===== config.mk =====
export PLATFORM = sky130hd
export DESIGN_NAME = sclk_hold_ctrl
export DESIGN_NICKNAME = d
export VERILOG_FILES = /design/src/rtl/sclk_hold_ctrl.sv
export SDC_FILE = /design/constraint.sdc
export NUM_CORES = 1
export LEC_CHECK = 0
export CORE_AREA = 2 2 47 58
export DETAILED_ROUTE_END_ITERATION = 12
export DIE_AREA = 0 0 49 60
export GPL_TIMING_DRIVEN = 0
export PLACE_DENSITY = 0.72
export SLEW_MARGIN = 20
export SYNTH_ARGS = -nofsm -noshare
export SYNTH_HDL_FRONTEND = slang
export SYNTH_SLANG_ARGS = --single-unit

===== constraint.sdc =====
create_clock -name clk -period 2.15 [get_ports clk]
set_input_delay 0.5375 -clock clk [delete_from_list [all_inputs] [get_ports clk]]
set_output_delay 0.5375 -clock clk [all_outputs]
set_load 0.005 [all_outputs]

===== src/rtl/sclk_hold_ctrl.sv =====
module sclk_hold_ctrl #(
  parameter int HOLD_CYC  = 4,
  parameter int PD_CYC    = 20,
  parameter int SYNC_WAIT = 1537,
  parameter int PD_WAIT   = 2043
) (
  input  logic clk,
  input  logic rst,
  input  logic cyc_tick,
  input  logic sclk_sync,
  output logic mod_reset,
  output logic pwr_down,
  output logic tick_en,
  output logic rdy_low,
  output logic rdy_high,
  output logic first_rdy
);
  localparam int HW = $clog2(PD_CYC + 1);
  localparam int WMAX = (SYNC_WAIT > PD_WAIT) ? SYNC_WAIT : PD_WAIT;
  localparam int WW = $clog2(WMAX + 1);

  typedef enum logic [1:0] {RUN, HOLD_RESET, POWER_DOWN} mode_t;

  mode_t         mode;
  logic [HW-1:0] hcnt;
  logic [WW-1:0] wcnt;
  logic          go_hold;

  assign go_hold   = (mode == RUN) && sclk_sync && cyc_tick && (hcnt == HW'(HOLD_CYC - 1));
  assign mod_reset = (mode != RUN);
  assign pwr_down  = (mode == POWER_DOWN);
  assign tick_en   = (mode != POWER_DOWN);
  assign rdy_high  = (mode != RUN) || (wcnt != '0);

  always_ff @(posedge clk) begin
    if (rst) begin
      mode      <= RUN;
      hcnt      <= '0;
      wcnt      <= '0;
      rdy_low   <= 1'b0;
      first_rdy <= 1'b0;
    end else begin
      rdy_low   <= go_hold;
      first_rdy <= (mode == RUN) && (wcnt == WW'(1)) && !go_hold;
      if (!sclk_sync)
        hcnt <= '0;
      else if (cyc_tick && mode != POWER_DOWN && hcnt != HW'(PD_CYC))
        hcnt <= hcnt + 1'b1;
      case (mode)
        RUN: begin
          if (go_hold) begin
            mode <= HOLD_RESET;
            wcnt <= '0;
          end else if (wcnt != '0) begin
            wcnt <= wcnt - 1'b1;
          end
        end
        HOLD_RESET: begin
          if (!sclk_sync) begin
            mode <= RUN;
            wcnt <= WW'(SYNC_WAIT);
          end else if (cyc_tick && hcnt == HW'(PD_CYC - 1)) begin
            mode <= POWER_DOWN;
          end
        end
        default: begin
          if (!sclk_sync) begin
            mode <= RUN;
            wcnt <= WW'(PD_WAIT);
          end
        end
      endcase
    end
  end


  low_no_hold_chk: assert property (@(posedge clk) disable iff (rst)
    (!mod_reset && !sclk_sync) |=> !mod_reset);

  low_pulse_once_chk: assert property (@(posedge clk) disable iff (rst)
    rdy_low |=> !rdy_low);

  pd_from_hold_chk: assert property (@(posedge clk) disable iff (rst)
    $rose(pwr_down) |-> $past(mod_reset));

  release_on_low_chk: assert property (@(posedge clk) disable iff (rst)
    (mod_reset && !sclk_sync) |=> !mod_reset);

  first_after_wait_chk: assert property (@(posedge clk) disable iff (rst)
    first_rdy |-> (!mod_reset && $past(rdy_high)));
endmodule


Yosys cells after proc, flatten, opt, wreduce, memory -nomap -nowiden
Cells that the tools add are included.
{ "word_totals": {"wordCells": 47, "out_inout_bits": 6, "in_bits": 4, "memories": 0, "mem_bits_rw": 0, "latchBits": 0, "mem_bits_ro": 0, "regBits": 20} }
{ "op_classes": {"n_eq_ne": 13, "n_lt_le_gt_ge": 0, "addsub": 2, "mul": 0, "shift": 0, "div": 0, "muxes": 10, "bitwise_logic": 1, "reduce_logical": 16} }
{ "op_table": {"columns": ["op", "n"], "rows": [
  ["2-to-1 mux 11 bit", 4],
  ["one-hot mux 11 bit (2 select lines)", 1],
  ["== test 11 x 1 -> 1 bit, second input constant", 1],
  ["nonzero test 11 bit", 1],
  ["subtractor 11 x 1 -> 11 bit, second input constant", 1],
  ["logical AND 1 bit", 8],
  ["2-to-1 mux 2 bit", 4],
  ["!= test 2 bit, second input constant", 3],
  ["AND reduction 3 bit", 2],
  ["adder 5 x 1 -> 5 bit, second input constant", 1],
  ["== test 5 x 2 -> 1 bit, second input constant", 1],
  ["== test 5 bit, second input constant", 1],
  ["!= test 5 bit, second input constant", 1],
  ["one-hot mux 2 bit (2 select lines)", 1],
  ["!= test 3 x 1 -> 1 bit, second input constant", 1],
  ["!= test 3 x 2 -> 1 bit, second input constant", 1],
  ["!= test 3 bit, second input constant", 1],
  ["== test 2 x 1 -> 1 bit, second input constant", 1],
  ["== test 2 bit, second input constant", 1],
  ["logical NOT 2 bit", 1],
  ["!= test 2 x 1 -> 1 bit, second input constant", 1],
  ["nonzero test 2 bit", 1],
  ["OR reduction 2 bit", 1],
  ["logical NOT 1 bit", 1],
  ["2 further kinds", 2]
]} }

Longest topological paths before layout
Gate-level depths: netlist (run 1).
{ "logic_depth": {"depth_word": 6, "depth_mapped": 6, "depth_no_buf": 6} }

Least setup slack after synthesis (run 1)
No wires, ideal clock.
{ "synth_path": {"path_type": "register to output", "startpoint": "reg wcnt[1]", "endpoint": "out rdy_high", "required_time_ns": 1.612, "path_stages_with_launch": 7, "setup_slack_ns": -0.191, "path_buffers": 0, "t_arrival_ns": 1.804, "cell_sequence": "dfxtp_1 -> inv_1 -> ha_1 -> or4b_4 -> or2_2 -> nor4_1 -> nand2b_1"} }
{ "synth_via": {"elab_chain_cells": 2} }
{ "synth_rtl": {"columns": ["element", "line_no", "text"], "rows": [
  ["start, declared", "26", "logic [WW-1:0] wcnt;"],
  ["start signal, assigned", "55", "wcnt <= wcnt - 1'b1;"],
  ["start signal, assigned", "61", "wcnt <= WW'(SYNC_WAIT);"],
  ["start signal, assigned", "69", "wcnt <= WW'(PD_WAIT);"],
  ["nonzero test 11 bit", "33", "assign rdy_high = (mode != RUN) || (wcnt != '0);"],
  ["logical OR 1 bit", "33", null],
  ["end, declared", "15", "output logic rdy_high,"]
]} }
No other way between the ends.

Final worst setup path (run 1)
Ends and elaborated chain as after synthesis.

==> impl_metrics.tcl, run 1 <==
set metrics [dict create \
    path_cells "inv_2 -> ha_4 -> or4b_4 -> or2_4 -> nor4_4 -> nand2b_1 -> buf_2" \
    final_layout_size_suffix_gt1_frac 0.2564 \
    drt_pre_antenna_iters 4 \
    routedWlPerCell_um 14.38 \
    die_area_mm2 0.002940 \
    die_width_um 49 \
    final_nets 166 \
    core_area_mm2 0.002427 \
    cts_tree "yes" \
    postSynthNetCount 147 \
    syn-instance-count 139 \
    yosys_register_bits 20 \
    reg2reg_setup_slack_ns 0.13 \
    min_path_type "reg -> reg" \
    crit_path_max_incr_delay_ns 0.46 \
    final.setup_skew_ns 0.005259 \
    timing.max_slew.rel_slack 0.5836 \
    cp.required_ns 1.61 \
    routed_wirelength_um 2718 \
    path_max_fanout 3 \
    ys_warn_count 0 \
    pre_cts_ws_ns -0.5291 \
    fin_tns_setup_ns -0.2934 \
    grt_first_pass_wirelength_um 4629 \
    cellLeakagePower_nw 0.5383 \
    average_cell_area_after_synthesis_um2 8.335 \
    diode_count 0 \
    start_util 0.4773 \
    grt.total_usage 0.2041 \
    num_rows 20 \
    report.final.hold_viol_count 0 \
    post-route-period-util 1.136 \
    outcome "finished, violations left" \
    netlist-cell-type-count 42 \
    timing.final.max_slew_violations 0 \
    worst_path_max_delay_cell "sky130_fd_sc_hd__or4b_4" \
    cts_root_buffer "sky130_fd_sc_hd__clkbuf_4" \
    timing.final.setup_violations 1 \
    clock_tree.htree_level_count 1 \
    cap_violations 0 \
    fp.dieH_um 60 \
    synth-edff-count 0 \
    clkSinkCount 20 \
    start_kind "register" \
    detailroute.via_count 1130 \
    clkSlewWorstSetupHoldPaths_ns 0.11 \
    detail_route.iter0.violations 30 \
    worst_ir_drop_vdd_mv 0.4659 \
    place_congestion 0.8827 \
    hpwl_um 1965 \
    clock_path_buffers 2 \
    final.setup.worst_slack_ns -0.2934 \
    detail_route.drc_violations 0 \
    largest_net_degree_at_the_start_of_global_routing 11 \
    failed_checks "negative setup slack" \
    io_pins 10 \
    clk-insertion-delay-late_ns 0.30 \
    layout-area-overhead-vs-synth_pct 21.71 \
    clock.fmax_mhz 409.3 \
    leading_cell_types_in_the_layout_fill_and_taps_excluded "sky130_fd_sc_hd__dfxtp_1 (16), sky130_fd_sc_hd__o21ai_0 (11), sky130_fd_sc_hd__nor2_1 (10)" \
    synth.cell_area_mm2 0.001159 \
    seq_area_frac_synth 0.3456 \
    cts-buffers-inserted 3 \
    synth_async_sr_flop_share 0 \
    layout.cells.most_common "sky130_fd_sc_hd__dfxtp_1" \
    crit_arrival_ns 1.91 \
    port-buffer-count 8 \
    synth_flop_cell "sky130_fd_sc_hd__dfxtp_1" \
    powerDensity_mw_per_mm2 1035 \
    overflow 0 \
    rsz0062_at_grt "true" \
    via_count_of_the_first_global_routing_pass 1017 \
    detail_route.vias_per_cell 5.979 \
    setup.worst_path.end_class "output port" \
    cp_delay_by_family_top "simple AND/OR/NAND/NOR gates" \
    antenna_found_initial 0 \
    route.antenna.remaining_nets 0 \
    timing_worst_slew_pin_value_ns 0.6181 \
    fin_crit_ns 2.443 \
    critPathBufInv 2 \
    timing.setup.critical_path_class "reg -> out" \
]
-- worst reg2reg max path, stage by stage (launching register included) --
cell	delay, ns
sky130_fd_sc_hd__dfxtp_2	0.34
sky130_fd_sc_hd__inv_2	0.07
sky130_fd_sc_hd__ha_4	0.13
sky130_fd_sc_hd__or4b_4	0.46
sky130_fd_sc_hd__buf_4	0.17
sky130_fd_sc_hd__o41ai_4	0.30
sky130_fd_sc_hd__nor3b_1	0.12
sky130_fd_sc_hd__a2111oi_2	0.33
-- report_power, final --
| group | switching [mW] | internal (mW) | leakage [nW] |
|---|---|---|---|
| clock | 0.111 | 0.0654 | 0.0138 |
| combinational | 0.379 | 0.380 | 0.359 |
| sequential | 0.0800 | 0.444 | 0.165 |
-- logic make-up (layout without fill, tap and decap cells) --
kind of cell,Yosys count,in the layout,share of synthesized area
AOI/OAI and AO/OA,41,41,0.2624
DFF,20,20,0.3456
buffers and inverters,14,31,0.04643
adders and majority gates,4,4,0.04320
muxes,2,2,0.01728
and+or+nand+nor,55,55,0.2624
xor gates and xnor gates,3,3,0.02268
-- cells in the mapped netlist (all sizes together), types with 2 or more instances --
| library cell | count | area [um^2] |
|---|---|---|
| nor2 | 11 | 41.29 |
| a2111oi | 2 | 23.77 |
| nand2 | 7 | 26.28 |
| ha | 4 | 50.05 |
| nand2b | 3 | 18.77 |
| a31oi | 3 | 18.77 |
| or4 | 2 | 17.52 |
| or3 | 4 | 27.52 |
| a311o | 2 | 20.02 |
| nor4 | 2 | 12.51 |
| nand4 | 2 | 12.51 |
| nand3 | 7 | 35.03 |
| a211oi | 3 | 22.52 |
| a21oi | 8 | 40.04 |
| o311ai | 3 | 26.28 |
| inv | 10 | 37.54 |
| dfxtp | 20 | 400.4 |
| mux2i | 2 | 20.02 |
| or2 | 4 | 25.02 |
| o21ai | 11 | 55.05 |
| nor3 | 7 | 35.03 |
| xor2 | 2 | 17.52 |
| clkbuf | 3 | 11.26 |
-- final timing paths --
kind	startpoint	end	cells past startpoint
worst min-delay path	wcnt[8]	wcnt[8]	2
worst max-delay path	wcnt[1]	rdy_high	7
worst max register to register	wcnt[1]	wcnt[1]	7
worst min register to register	wcnt[8]	wcnt[8]	2
-- flip-flops by register name (all words and copies together), names as in the netlist --
| register | flops |
|---|---|
| wcnt | 11 |
| first_rdy | 1 |
| mode | 2 |
| rdy_low | 1 |
| hcnt | 5 |
-- final cells by class --
class,instances,area [um^2]
clock buffers,3,22.52
repair buffers,15,127.6
plain buffers,3,16.27
flip-flops and latches,20,407.9
multi-input cells,105,757.0
well taps,33,41.29
fillers,238,1017
inverters,10,37.54
-- metal layers --
layer / wire length, um / up-vias / global-route usage / share of wire
met5: 0 / - / 0 / 0
met3: 98 / 5 / 0.02250 / 0.036
met1: 1195 / 545 / 0.2427 / 0.44
li1: - / 556 / - / -
met2: 1381 / 24 / 0.3620 / 0.51
met4: 43 / 0 / 0.1143 / 0.016
-- through the flow --
stage / instances / hold WS [ns] / utilization / area (um^2) / power, mW
floorplan: 139 / 0.4777 / - / 1170 / 1.008
global placement: 180 / 0.5025 / 0.5320 / 1291 / 1.136
detailed placement: 180 / 0.5116 / 0.5320 / 1291 / 1.157
CTS: 188 / 0.5278 / 0.5701 / 1384 / 1.451
global route: 189 / 0.5801 / 0.5809 / 1410 / 1.567
finish: 189 / 0.5365 / 0.5809 / 1410 / 1.460
-- repair_timing --
item / in CTS / in global routing
setup buffers: 6 / 1
setup endpoints to repair: 8 / 10
gates resized for setup: 13 / 9
hold buffers: 0 / 0
pin swaps: 3 / 3
Note: power is estimated with default switching activity, not from simulation.
==> inputs of run 2 (changes only) <==
==> constraint.sdc (replaced) <==
create_clock -name clk -period 2.15 [get_ports clk]
set_input_delay 0.5375 -clock clk [delete_from_list [all_inputs] [get_ports clk]]
set_output_delay 0.5375 -clock clk [all_outputs]
set_load 0.1 [all_outputs]
==> impl_metrics.tcl, run 2 (synthesis results as in run 1) <==
set metrics [dict create \
    outcome "finished, violations left" \
    failed_checks "negative setup slack" \
    cts-buffers-inserted 3 \
    leading_cell_types_in_the_layout_fill_and_taps_excluded "sky130_fd_sc_hd__dfxtp_1 (18), sky130_fd_sc_hd__o21ai_0 (11), sky130_fd_sc_hd__nor2_1 (10)" \
    grt.total_usage 0.2052 \
    clk-insertion-delay-late_ns 0.31 \
    reg_to_reg_end "wcnt[1]" \
    p_comb_frac 0.539 \
    worst_ir_drop_vdd_mv 0.4397 \
    rsz0062_at_grt "true" \
    hold-worst-slack_ns 0.5225 \
    clkSinkCount 20 \
    setup.worst_path.start "wcnt[0]" \
    detailroute.via_count 1124 \
    final_nets 165 \
    crit_path_max_incr_delay_ns 0.46 \
    switchingPower_mw 0.6853 \
    cts_root_buffer "sky130_fd_sc_hd__clkbuf_4" \
    reg2reg_setup_slack_ns 0.13 \
    overflow 0 \
    start_util 0.4773 \
    clock.fmax_mhz 386.2 \
    worst_hold_path.num_cells 2 \
    grt_first_pass_wirelength_um 4650 \
    timing.final.max_slew_violations 0 \
    holdCritStartpoint "wcnt[8]" \
    die_width_um 49 \
    start_kind "register" \
    clock_power_share 0.137 \
    timing.max_slew.rel_slack 0.3675 \
    worst-r2r-cell-count 7 \
    final_layout_size_suffix_gt1_frac 0.2756 \
    post-route-period-util 1.204 \
    fin_crit_ns 2.589 \
    path_cells "inv_4 -> ha_4 -> or4b_4 -> or2_4 -> nor4_4 -> nand2b_4 -> buf_12" \
    largest_net_degree_at_the_start_of_global_routing 12 \
    num_rows 20 \
    detail_route.iter0.violations 29 \
    die_area_mm2 0.002940 \
    clock_tree.htree_level_count 1 \
    largest-register "wcnt" \
    min_delay_worst_endpoint "wcnt[8]" \
    diode_count 0 \
    layout.cells.most_common "sky130_fd_sc_hd__dfxtp_1" \
    antenna_found_initial 0 \
    routed_wirelength_um 2797 \
    crit_arrival_ns 2.05 \
    largest_reg_flops 11 \
    detail_route.drc_violations 0 \
    cts_tree "yes" \
    timing.setup.critical_path_class "reg -> out" \
    min_path_type "reg -> reg" \
    p_total_mw 1.641 \
    report.final.hold_viol_count 0 \
    core_area_mm2 0.002427 \
    timing.final.setup_violations 1 \
    placed_cell_area_mm2 0.001335 \
    final.setup.worst_slack_ns -0.4393 \
    path_max_fanout 3 \
    worst_path_max_delay_cell "sky130_fd_sc_hd__or4b_4" \
    routedWlPerCell_um 14.80 \
    design_area_mm2 0.001440 \
    final.setup_skew_ns 0.004964 \
    port-buffer-count 8 \
    detail_route.vias_per_cell 5.947 \
    biggestRegsByFlops "wcnt x11, hcnt x5, mode x2" \
    cp.required_ns 1.61 \
    clkSlewWorstSetupHoldPaths_ns 0.12 \
    place_congestion 0.8791 \
    drt_pre_antenna_iters 5 \
    fp.dieH_um 60 \
    cap_violations 0 \
    cellLeakagePower_nw 0.5479 \
    fillers 230 \
    swShare 0.4177 \
    layout-area-overhead-vs-synth_pct 24.30 \
    timing_worst_slew_pin_value_ns 0.9526 \
    io_pins 10 \
    setup.worst_path.end_class "output port" \
    hpwl_um 2015 \
    worst_r2r_startpoint "wcnt[0]" \
    clock_path_buffers 2 \
    cts_hold_fix_bufs 0 \
    via_count_of_the_first_global_routing_pass 1088 \
    critPathBufInv 2 \
    internal_power_mw 0.9554 \
    cp_delay_by_family_top "simple AND/OR/NAND/NOR gates" \
    route.antenna.remaining_nets 0 \
    powerDensity_mw_per_mm2 1139 \
    fraction_of_power_consumed_by_sequential_logic 0.324 \
]
-- run 2: cell count changes in the layout (fill, tap and decap cells not counted), moves of 3 or more --
cell	before	now
sky130_fd_sc_hd__clkdlybuf4s50_1	7	2
sky130_fd_sc_hd__buf_4	8	5
sky130_fd_sc_hd__dfxtp_2	3	0
sky130_fd_sc_hd__inv_2	3	0
-- run 2: power by group through the flow --
stage          Combinational (mW)  Sequential (mW)  Clock [mW]
2_1_floorplan               0.590            0.536           0
3_3_place_gp                0.726            0.532           0
3_5_place_dp                0.735            0.535           0
4_1_cts                     0.868            0.525       0.232
5_1_grt                     0.951            0.542       0.245
6_report                    0.885            0.532       0.224
-- run 2: how the worst max path moves through the flow --
stage	to	slack, ns	cells past startpoint
2_1_floorplan	rdy_high	-0.17	5
3_3_place_gp	rdy_high	-1.05	7
3_5_place_dp	rdy_high	-1.05	7
4_1_cts	rdy_high	-0.58	7
5_1_grt	rdy_high	-0.52	7
6_report	rdy_high	-0.44	7
-- run 2: worst register-to-register path, cell delays in order (launching register included) --
cell                        delay, ns
sky130_fd_sc_hd__dfxtp_4         0.37
sky130_fd_sc_hd__inv_4           0.06
sky130_fd_sc_hd__ha_4            0.13
sky130_fd_sc_hd__or4b_4          0.46
sky130_fd_sc_hd__buf_4           0.17
sky130_fd_sc_hd__o41ai_4         0.29
sky130_fd_sc_hd__nor3b_1         0.11
sky130_fd_sc_hd__a2111oi_2       0.33
-- run 2: layout make-up --
type,count,area [um^2],area share
inverters,10,50.05,0.03475
well taps,33,41.29,0.02867
clock buffers,4,36.28,0.02520
repair buffers,13,116.4,0.08080
flip-flops and latches,20,407.9,0.2832
multi-input cells,105,760.7,0.5282
plain buffers,4,27.53,0.01911
-- run 2: layer usage --
layer  routed length, um  global-route usage  up-vias  share of wire
met5                   0                   0        -              0
met4                  60              0.1265        0          0.021
met3                  86             0.03750        8          0.031
met2                1485              0.3855       28           0.53
met1                1163              0.2133      533           0.42
li1                    -                   -      555              -
-- run 2: metrics by stage --
| step | TNS, ns | instances | worst slack [ns] | util |
|---|---|---|---|---|
| after floorplan | -0.1720 | 139 | -0.1720 | - |
| after global placement | -4.002 | 180 | -1.053 | 0.5500 |
| after detailed placement | -4.372 | 180 | -1.053 | 0.5500 |
| after CTS | -0.5768 | 189 | -0.5768 | 0.5912 |
| after global routing | -0.5204 | 189 | -0.5204 | 0.5933 |
| final | -0.4393 | 189 | -0.4393 | 0.5933 |
-- run 2: what timing repair did --
item                       in CTS  in global routing
resized for setup              33                  3
setup endpoints to repair      10                  8
setup buffers                   5                  0
pin swaps                       3                  4
==> inputs of run 3 (changes only) <==
--- a/config.mk
+++ b/config.mk
@@ -5,11 +5,10 @@
 export SDC_FILE = /design/constraint.sdc
 export NUM_CORES = 1
 export LEC_CHECK = 0
-export CORE_AREA = 2 2 47 58
+export CORE_AREA = 2 2 50 61
 export DETAILED_ROUTE_END_ITERATION = 12
-export DIE_AREA = 0 0 49 60
+export DIE_AREA = 0 0 52 63
 export GPL_TIMING_DRIVEN = 0
-export PLACE_DENSITY = 0.72
 export SLEW_MARGIN = 20
 export SYNTH_ARGS = -nofsm -noshare
 export SYNTH_HDL_FRONTEND = slang
==> impl_metrics.tcl, run 3 (synthesis results as in run 1) <==
set metrics [dict create \
    port-buffer-count 8 \
    clkSlewWorstSetupHoldPaths_ns 0.11 \
    routed_wirelength_um 2952 \
    timing.setup.critical_path_class "reg -> out" \
    timing.max_slew.rel_slack 0.3699 \
    reg_to_reg_end "wcnt[7]" \
    clkSinkCount 20 \
    timing_worst_slew_pin_value_ns 0.9489 \
    min_delay_worst_endpoint "wcnt[8]" \
    clock.fmax_mhz 388.8 \
    path_max_fanout 3 \
    cp.required_ns 1.61 \
    final.setup.worst_slack_ns -0.4220 \
    largest-register "wcnt" \
    timing.final.max_slew_violations 0 \
    io_pins 10 \
    detail_route.drc_violations 0 \
    min_path_type "reg -> reg" \
    die_area_mm2 0.003276 \
    clock_path_buffers 2 \
    num_rows 21 \
    largest_net_degree_at_the_start_of_global_routing 11 \
    start_util 0.4281 \
    layout.cells.most_common "sky130_fd_sc_hd__dfxtp_1" \
    drt_pre_antenna_iters 5 \
    detailroute.via_count 1137 \
    cap_violations 0 \
    report.final.hold_viol_count 0 \
    clock_tree.htree_level_count 1 \
    setup.worst_path.end_class "output port" \
    hold-worst-slack_ns 0.5365 \
    failed_checks "negative setup slack" \
    detail_route.vias_per_cell 5.984 \
    leading_cell_types_in_the_layout_fill_and_taps_excluded "sky130_fd_sc_hd__dfxtp_1 (18), sky130_fd_sc_hd__nor2_1 (10), sky130_fd_sc_hd__o21ai_0 (10)" \
    reg2reg_setup_slack_ns 0.12 \
    hpwl_um 2181 \
    diode_count 0 \
    timing.final.setup_violations 1 \
    largest_reg_flops 11 \
    biggestRegsByFlops "wcnt x11, hcnt x5, mode x2" \
    p_total_mw 1.587 \
    core_area_mm2 0.002706 \
    crit_arrival_ns 2.03 \
    detail_route.iter0.violations 37 \
    cts-buffers-inserted 3 \
    fin_crit_ns 2.572 \
    post-route-period-util 1.196 \
    routedWlPerCell_um 15.54 \
    cts_tree "yes" \
    place_congestion 0.8037 \
    overflow 0 \
    placed_cells 181 \
    cellLeakagePower_nw 0.5445 \
    final_layout_size_suffix_gt1_frac 0.2756 \
    outcome "finished, violations left" \
    worst_r2r_startpoint "wcnt[0]" \
    powerDensity_mw_per_mm2 1110 \
    fp.dieH_um 63 \
    antenna_found_initial 0 \
    worst_ir_drop_vdd_mv 0.4751 \
    grt_first_pass_wirelength_um 4974 \
    final.setup_skew_ns 0.006955 \
    final_nets 166 \
    start_kind "register" \
    rsz0062_at_grt "true" \
    layout-area-overhead-vs-synth_pct 23.43 \
    via_count_of_the_first_global_routing_pass 1077 \
    grt.total_usage 0.2001 \
    cts_hold_fix_bufs 0 \
    stdcell_count 190 \
    worst_hold_path.num_cells 2 \
    route.antenna.remaining_nets 0 \
    clk-insertion-delay-late_ns 0.31 \
    cts_root_buffer "sky130_fd_sc_hd__clkbuf_4" \
    fin_tns_setup_ns -0.4220 \
    holdCritStartpoint "wcnt[8]" \
    die_width_um 52 \
    worst-r2r-cell-count 7 \
]
[run 3: worst max path at each step]
stage	startpoint	end	slack (ns)	depth (start not counted)
5_1_grt	wcnt[0]	rdy_high	-0.49	7
6_report	wcnt[0]	rdy_high	-0.42	7
3_3_place_gp	wcnt[0]	rdy_high	-1.05	7
2_1_floorplan	mode[0]	rdy_high	-0.17	5
3_5_place_dp	wcnt[0]	rdy_high	-1.06	7
4_1_cts	wcnt[1]	rdy_high	-0.57	7
[run 3: critical path: stages (launching register included)]
cell                       delay, ns
sky130_fd_sc_hd__dfxtp_4        0.36
sky130_fd_sc_hd__inv_2          0.06
sky130_fd_sc_hd__ha_4           0.12
sky130_fd_sc_hd__or4b_4         0.46
sky130_fd_sc_hd__or2_4          0.26
sky130_fd_sc_hd__nor4_4         0.22
sky130_fd_sc_hd__nand2b_4       0.08
sky130_fd_sc_hd__buf_12         0.17
[run 3: power breakdown]
part,switching (mW),internal [mW]
registers,0.0760,0.444
clock network,0.117,0.0655
logic,0.480,0.404
total,0.673,0.914
[run 3: through the flow]
step | util | setup WS (ns) | area (um^2)
floorplan | - | -0.1720 | 1214
global placement | 0.4938 | -1.048 | 1336
detailed placement | 0.4938 | -1.064 | 1336
CTS | 0.5266 | -0.5713 | 1425
global route | 0.5284 | -0.4850 | 1430
finish | 0.5284 | -0.4220 | 1430
[run 3: what timing repair did]
action                     in CTS  in global routing
buffers inserted                6                  0
pin swaps                       3                  4
resized for setup              31                  4
setup endpoints to repair       9                  8
[run 3: layout make-up]
class,count,area [um^2]
inverter,10,45.04
tap,34,42.54
sequential,20,405.4
fill,269,1276
clock buffer,3,22.52
timing repair buffer,14,123.9
multi-input combinational,105,760.7
buffer,4,30.03
[run 3: metal layers]
| metal | track usage | up-vias | share of wire |
|---|---|---|---|
| li1 | - | 560 | - |
| met2 | 0.3513 | 26 | 0.54 |
| met5 | 0 | - | 0 |
| met3 | 0.02392 | 5 | 0.023 |
| met4 | 0.08224 | 0 | 0.017 |
| met1 | 0.2367 | 546 | 0.42 |
